==> config.mk <==
export PLATFORM = sky130hd
export DESIGN_NAME = sys_matmul_array
export DESIGN_NICKNAME = d
export VERILOG_FILES = /design/src/rtl/mm_pkg.sv /design/src/rtl/mm_skew.sv /design/src/rtl/mm_pe.sv /design/src/rtl/sys_matmul_array.sv
export SDC_FILE = /design/constraint.sdc
export NUM_CORES = 2
export LEC_CHECK = 0
export BUFFER_PORTS_ARGS = -buffer_cell sky130_fd_sc_hd__buf_2
export CAP_MARGIN = 20
export CORE_MARGIN = 10
export CORE_UTILIZATION = 45
export CTS_CLUSTER_SIZE = 8
export DETAILED_ROUTE_END_ITERATION = 16
export PLACE_DENSITY = 0.66
export SYNTH_ARGS = -nofsm -noshare
export SYNTH_HDL_FRONTEND = slang
export SYNTH_HIERARCHICAL = 1
export SYNTH_SLANG_ARGS = --single-unit
export TNS_END_PERCENT = 20
==> constraint.sdc <==
create_clock -name clk -period 16.2 [get_ports clk]
set_input_delay 3.24 -clock clk [delete_from_list [all_inputs] [get_ports clk]]
set_output_delay 3.24 -clock clk [all_outputs]
set_load 0.03 [all_outputs]
==> src/rtl/mm_pkg.sv <==
package mm_pkg;

    parameter int unsigned MM_DW = 8;

    typedef logic [MM_DW-1:0] opnd_t;

    // Row operand token: carries the stream tags along the row.
    typedef struct packed {
        logic  vld;
        logic  first;
        logic  last;
        opnd_t val;
    } a_tok_t;

    // Column operand token.
    typedef struct packed {
        logic  vld;
        opnd_t val;
    } b_tok_t;

    // Accumulator width: one full product plus headroom for dim additions.
    function automatic int unsigned acc_width(input int unsigned dim);
        return 2 * MM_DW + ((dim > 1) ? $clog2(dim) : 0);
    endfunction

endpackage

==> src/rtl/mm_skew.sv <==
module mm_skew #(
    parameter int unsigned LANES = 3,
    parameter type         T     = logic
) (
    input  logic clk,
    input  logic rst,
    input  T     din  [LANES],
    output T     dout [LANES]
);

    // Lane l is delayed by l register stages.
    for (genvar l = 0; l < LANES; l++) begin : g_lane
        if (l == 0) begin : g_pass
            assign dout[l] = din[l];
        end else begin : g_dly
            T stg [l];
            always_ff @(posedge clk) begin
                if (rst) begin
                    for (int s = 0; s < l; s++) stg[s] <= '0;
                end else begin
                    stg[0] <= din[l];
                    for (int s = 1; s < l; s++) stg[s] <= stg[s-1];
                end
            end
            assign dout[l] = stg[l-1];
        end
    end

    if (LANES > 1) begin : g_chk
        // lane 1 trails its input by exactly one edge
        p_skew_one_r4: assert property (@(posedge clk) disable iff (rst)
            !$past(rst) |-> dout[1] == $past(din[1]));
    end

endmodule

==> src/rtl/mm_pe.sv <==
module mm_pe
    import mm_pkg::*;
#(
    parameter int unsigned AW = 18
) (
    input  logic          clk,
    input  logic          rst,
    input  a_tok_t        a_i,
    input  b_tok_t        b_i,
    output a_tok_t        a_o,
    output b_tok_t        b_o,
    output logic [AW-1:0] acc_o,
    output logic          fin_o
);

    logic [2*MM_DW-1:0] prod;
    logic [AW-1:0]      base;
    logic [AW-1:0]      acc_q;

    assign prod  = a_i.val * b_i.val;
    assign base  = a_i.first ? '0 : acc_q;
    assign fin_o = a_i.vld & a_i.last;
    assign acc_o = acc_q;

    always_ff @(posedge clk) begin
        if (rst) begin
            a_o   <= '0;
            b_o   <= '0;
            acc_q <= '0;
        end else begin
            a_o <= a_i;
            b_o <= b_i;
            if (a_i.vld) acc_q <= base + AW'(prod);
        end
    end

    // both operand streams reach this cell in the same cycle
    p_lane_align_r8: assert property (@(posedge clk) disable iff (rst)
        a_i.vld == b_i.vld);

    // no operand, no change to the partial sum
    p_acc_hold_r5: assert property (@(posedge clk) disable iff (rst)
        !a_i.vld |=> $stable(acc_o));

    // a first-tagged operand leaves only its own product
    p_clear_r3: assert property (@(posedge clk) disable iff (rst)
        (a_i.vld && a_i.first) |=> acc_o == $past(a_i.val) * $past(b_i.val));

endmodule

==> src/rtl/sys_matmul_array.sv <==
module sys_matmul_array
    import mm_pkg::*;
#(
    parameter  int unsigned DIM = 3,
    localparam int unsigned DW  = MM_DW,
    localparam int unsigned AW  = acc_width(DIM)
) (
    input  logic                  clk,
    input  logic                  rst,
    input  logic                  in_valid,
    input  logic                  in_first,
    input  logic                  in_last,
    input  logic [DIM*DW-1:0]     a_col,
    input  logic [DIM*DW-1:0]     b_row,
    output logic [DIM*DIM*AW-1:0] c_flat,
    output logic                  done
);

    a_tok_t a_src [DIM];
    a_tok_t a_skw [DIM];
    b_tok_t b_src [DIM];
    b_tok_t b_skw [DIM];

    a_tok_t a_h [DIM][DIM+1];
    b_tok_t b_v [DIM+1][DIM];
    logic   fin [DIM*DIM];

    for (genvar n = 0; n < DIM; n++) begin : g_src
        assign a_src[n] = '{vld: in_valid, first: in_first, last: in_last,
                            val: a_col[n*DW +: DW]};
        assign b_src[n] = '{vld: in_valid, val: b_row[n*DW +: DW]};
        assign a_h[n][0] = a_skw[n];
        assign b_v[0][n] = b_skw[n];
    end

    mm_skew #(.LANES(DIM), .T(a_tok_t)) u_skew_a (
        .clk (clk), .rst (rst), .din (a_src), .dout (a_skw)
    );

    mm_skew #(.LANES(DIM), .T(b_tok_t)) u_skew_b (
        .clk (clk), .rst (rst), .din (b_src), .dout (b_skw)
    );

    for (genvar r = 0; r < DIM; r++) begin : g_row
        for (genvar c = 0; c < DIM; c++) begin : g_col
            mm_pe #(.AW(AW)) u_pe (
                .clk   (clk),
                .rst   (rst),
                .a_i   (a_h[r][c]),
                .b_i   (b_v[r][c]),
                .a_o   (a_h[r][c+1]),
                .b_o   (b_v[r+1][c]),
                .acc_o (c_flat[(r*DIM+c)*AW +: AW]),
                .fin_o (fin[r*DIM+c])
            );
        end
    end

    logic start_beat;
    assign start_beat = in_valid & in_first;

    always_ff @(posedge clk) begin
        if (rst)                     done <= 1'b0;
        else if (fin[DIM*DIM-1])     done <= 1'b1;
        else if (start_beat)         done <= 1'b0;
    end

    // done is sticky until a new stream starts
    p_done_hold_r6: assert property (@(posedge clk) disable iff (rst)
        (done && !start_beat) |=> done);

    // results are frozen while done and idle
    p_result_hold_r6: assert property (@(posedge clk) disable iff (rst)
        (done && !in_valid) |=> $stable(c_flat));

endmodule

Word-level counts from Yosys, hierarchy flattened:

Memory sizes are Yosys's and may differ from the RTL's.
Index checks and enable logic that the tools add are counted.
Widths: inputs -> output; s select.

* $add $sub $neg: 9
* multipliers: 9
* muxes and demuxes: 22
* bitwise gates (word level): 6
* reductions and logical operators: 3

Operators by type and width (number)
* $add 18x16->18: 9
* $mux 18: 9
* $mul 8x8->16: 9
* $mux 11: 3
* $mux 9: 3
* $reduce_or 11->1: 1
* $reduce_or 9->1: 1
* $mux 1: 7
* $or 1x1->1: 4
* $and 1x1->1: 2
* $reduce_bool 2->1: 1

* register bits: 273
* RAM bits: 60
* input bits: 53
* output and inout bits: 163
* logic and storage cells: 89
* memories kept: 4

Memories
* u_skew_a.g_lane[2].g_dly.stg: words 2, bits a word 11, rd ports 2, clocked after memory_dff 0, write ports 2, RTL line mm_skew.sv:16 `T stg [l];`
* u_skew_b.g_lane[2].g_dly.stg: words 2, bits a word 9, rd ports 2, clocked after memory_dff 0, write ports 2, RTL line mm_skew.sv:16
* u_skew_a.g_lane[1].g_dly.stg: words 1, bits a word 11, rd ports 1, clocked after memory_dff 0, write ports 1, RTL line mm_skew.sv:16
* u_skew_b.g_lane[1].g_dly.stg: words 1, bits a word 9, rd ports 1, clocked after memory_dff 0, write ports 1, RTL line mm_skew.sv:16

Depth between registers and ports, before layout:

* word-level depth: 3
* depth in mapped cells: 19
* gate-level depth less buffers: 17

Modules after synthesis:

The synthesis kept the hierarchy.

By module, submodules not included
* mm_pe at g_row[1].g_col[0].u_pe ...: instances 4, cells each 440, area an instance 3955.0 um^2
* mm_pe at g_row[2].g_col[1].u_pe: instances 1, cells each 443, area an instance 4000.1 um^2
* mm_pe at g_row[0].g_col[2].u_pe: instances 1, cells each 428, area an instance 3913.8 um^2
* mm_pe at g_row[0].g_col[1].u_pe: instances 1, cells each 425, area an instance 3882.5 um^2
* mm_pe at g_row[0].g_col[0].u_pe: instances 1, cells each 425, area an instance 3881.2 um^2
* mm_pe at g_row[2].g_col[2].u_pe: instances 1, cells each 431, area an instance 3881.2 um^2
* mm_skew at u_skew_a: instances 1, cells each 91, area an instance 1054.8 um^2
* mm_skew at u_skew_b: instances 1, cells each 74, area an instance 884.6 um^2
* sys_matmul_array: instances 1, cells each 4, area an instance 42.5 um^2

Least setup slack after synthesis:

No wires, ideal clock.

* kind: input-to-reg
* from: input port in_first
* to: register g_row[0].g_col[0].u_pe.acc_q[17]
* library setup time: 63 ps
* arrival: 7500 ps
* data required time: 16137 ps
* slack: 8637 ps
* stages on the path: 18
* buffers on the path: 3
* cell sequence: buf_4 -> clkbuf_1 -> clkbuf_1 -> nand2b_1 -> fa_1 -> inv_1 -> fa_1 -> inv_1 -> fa_1 -> fa_1 -> inv_1 -> ha_1 -> a2111oi_4 -> o21ai_2 -> and3_1 -> or3_1 -> a311oi_1 -> nand3b_1

* cells in the longest elaborated chain, start to end: 2

Ends and longest elaborated chain
* from (decl): RTL line sys_matmul_array.sv:11 `input logic in_first,`
* $mux 18: RTL line mm_pe.sv:21 `assign base = a_i.first ? '0 : acc_q;`
* $add 18x16->18: RTL line mm_pe.sv:33 `if (a_i.vld) acc_q <= base + AW'(prod);`
* to (signal assigned): RTL line mm_pe.sv:33
* to (decl): RTL line mm_pe.sv:18 `logic [AW-1:0] acc_q;`

Every way passes these cells.
A chain may end at the register's enable or synchronous reset.

Worst setup path in the final report:

Same ends and word-level chain as after synthesis.

==> impl_summary.txt <==
----------------------------------------------------
[Outcome]
  Status ... finished clean

[Die]
  Count of pins on the block boundary ... around 220
  Y dimension of the die ... 300 um
  Die outline area ... 90200 sq um
  Die extent in x ... approximately 300 um
  CORE AREA ... 77700 sq um
  Row Count ... between 100 and 150
  Effective utilization at floorplan ... 0.455

[Layout]
  Net count of the finished layout ... between 4000 and 5000
  Antenna cell count ... 0
  Number of standard cells in the layout, taps in and fillers out ... around 5000
  Post-layout utilization of the core ... 0.495
  Fraction of layout instances using a drive strength above 1 ... 0.0851
  Number of inserted filler cells in the final layout ... approximately 7400
  Storage cell area ... about 6600 sq um
  Area growth from synthesis to layout ... 8.87%
  Area of combinational cells with multiple inputs ... approximately 25000 sq um

[Clocking]
  TritonCTS sink count ... 329
  Insertion delay to the later sink of the worst-skew pair ... approximately 600 ps
  Clock root cell ... clkbuf_16
  Buffer depth of the longest clock path ... 3
  Clock slew at reported path FFs ... roughly 50 ps
  Clock tree from TritonCTS ... done
  Clock H-tree levels ... 2
  Number of clock buffers inserted by TritonCTS ... 50
  Buffer count from post-CTS setup fixing ... 0
  CTS Hold Buffers Added ... 0
  Post-cts repair resize count ... 0

[Place]
  Detailed placement HPWL ... approximately 64 mm
  DP Cell Count ... about 5000
  Worst setup slack before clock tree synthesis ... between 8000 and 9000 ps
  Final Wtd Congestion ... 0.846
  Count of buffers inserted at the top-level ports ... roughly 220

[Timing]
  Setup Skew ... around 25 ps
  Slew headroom ... 0.387
  Final worst setup slack ... ~9100 ps
  Peak clock frequency supported by timing ... 0.142 GHz
  Crit share post-route ... 0.435
  Max Transition Viols Final ... 0
  Setup repair after global routing missed its margin ... false
  Fin crit period ... roughly 7100 ps
  Final Hold Viols ... 0
  Total Negative Setup Slacks ... 0 ps
  Worst-Margin Slew ... a little over 900 ps
  Number of failing setup endpoints in the final timing report ... 0

[Power and ir drop]
  IR Drop Worst-Case VDD ... roughly 87 uV
  Comb power frac ... 0.257
  Net switching share of the total power ... 0.330
  Post-layout total power ... 2.53 mW
  Cell leakage power ... 20.1 nW
  Clock network fraction of total power ... 0.383
  Part of the total power dissipated in sequential elements ... 0.360
  Switching power ... ~0.84 mW
  Cell-internal power ... 1.70 mW
  Power density over cell area ... 65.8 nW/um^2

[GRT]
  Global-route wire length before repair ... approximately 140 mm
  Initial antenna violation count ... 2
  All-Layer GR Usage ... 0.184
  Largest net degree at the start of global routing ... approximately 160
  Via count of the first global-routing pass ... between 20000 and 30000
  Grt total ovfl ... 0

[Setup path]
  Arrival time at the worst endpoint ... 7600 ps
  Worst Path Class, Setup ... in -> reg
  Startpoint Class ... input pin
  Crit. End Element ... flip-flop
  Critical Path RT ... 16750 ps
  Max Fanout on Critical Path ... 23

[Hold path]
  Class of the most critical hold timing path ... reg -> reg

[Flow run]
  Maximum Capacitance Violations ... 0

[Synth]
  Per-instance average area after synthesis ... around 9.0 sq um
  Yosys warning count ... 6
  Synth Net Count ... about 4800
  Count of mapped cells out of synthesis ... between 3000 and 4000
  Cell Area, Synth ... 35400 sq um

[Drt]
  Ratio of routed vias to standard cells ... 5.03
  Post-DRT Antenna Nets ... 0
  Wire length per cell ... between 15 and 20 um
  Detailed-router iteration count before antenna repair ... 5
  First-iteration detailed-routing DRC count ... between 1000 and 1500
  Final routed wirelength across all metal layers ... between 80 and 90 mm
  Vias ... around 26000
  Remaining design rule violation count ... 0

----------------------------------------------------
-- state kept, by name, summed over array words and instances (netlist names) --
signal / flops
g_row.g_col.u_pe/acc_o: 162
u_skew_a/g_lane.g_dly.stg: 32
done: 1
g_row.g_col.u_pe/b_o: 48
g_row.g_col.u_pe/a_o: 62
u_skew_b/g_lane.g_dly.stg: 24
-- stage by stage --
step,hold WS (ps),instance area [sq um]
after floorplan,414,35400
after global placement,417,37000
after detailed placement,425,37000
after CTS,423,38500
after global routing,449,38500
final,427,38500
-- per-layer routing --
metal,share of wire,global-route usage,vias up
li1,-,-,12500
met1,0.45,0.234,12600
met2,0.47,0.312,460
met3,0.056,0.0404,120
met4,0.024,0.0513,2
met5,0.00016,0,-
-- final timing paths --
kind / startpoint / slack (ps) / cells after the start / end
setup / recovery: in_first / 9150 / 16 / g_row[0].g_col[0].u_pe/acc_o[17]$_SDFFE_PP0P_
hold / removal: u_skew_a/g_lane[2].g_dly.stg[0][1]$_SDFF_PP0_ / 430 / 1 / u_skew_a/g_lane[2].g_dly.stg[0][12]$_SDFF_PP0_
setup reg to reg: g_row[2].g_col[1].u_pe/a_o[9]$_SDFF_PP0_ / 11190 / 16 / g_row[2].g_col[2].u_pe/acc_o[15]$_SDFFE_PP0P_
hold reg to reg: u_skew_a/g_lane[2].g_dly.stg[0][1]$_SDFF_PP0_ / 430 / 1 / u_skew_a/g_lane[2].g_dly.stg[0][12]$_SDFF_PP0_
-- area by class of cell --
cell class,instances,share of cell area
multi-input cells,2706,0.655
flip-flops and latches,329,0.171
inverters,736,0.0718
clock buffers,63,0.0343
well taps,1040,0.0338
repair buffers,226,0.0312
clock inverters,8,0.00293
-- worst max-delay path, cell delays in order --
cell       delay [ps]
buf_2             360
nand2b_1          180
fa_1              400
inv_1              80
fa_1              430
fa_1              500
inv_1              60
fa_1              520
inv_1              40
ha_1              370
a2111oi_4         340
o21ai_2           130
and3_1            220
or3_1             370
a311oi_1          200
nand3b_1          130
-- placed cells by master, fill, tap and decap left out, drive strengths merged, types with 47 or more instances in the layout --
cell,instances
fa,450
xnor2,47
mux2i,104
nor2,154
inv,736
a21oi,114
and2,346
nor2b,232
nand2b,102
nand2,307
dfxtp,329
o21ai,55
a21o,65
ha,360
buf,226
clkbuf,63
-- power by group through the flow --
stage	Combinational [mW]	Clock [mW]	Sequential, mW
6_report	0.651	0.971	0.911
4_1_cts	0.656	1.01	0.912
2_1_floorplan	0.494	0	0.927
5_1_grt	0.749	1.04	0.918
3_3_place_gp	0.638	0	0.928
3_5_place_dp	0.651	0	0.928
(Power assumes the default switching activity.)
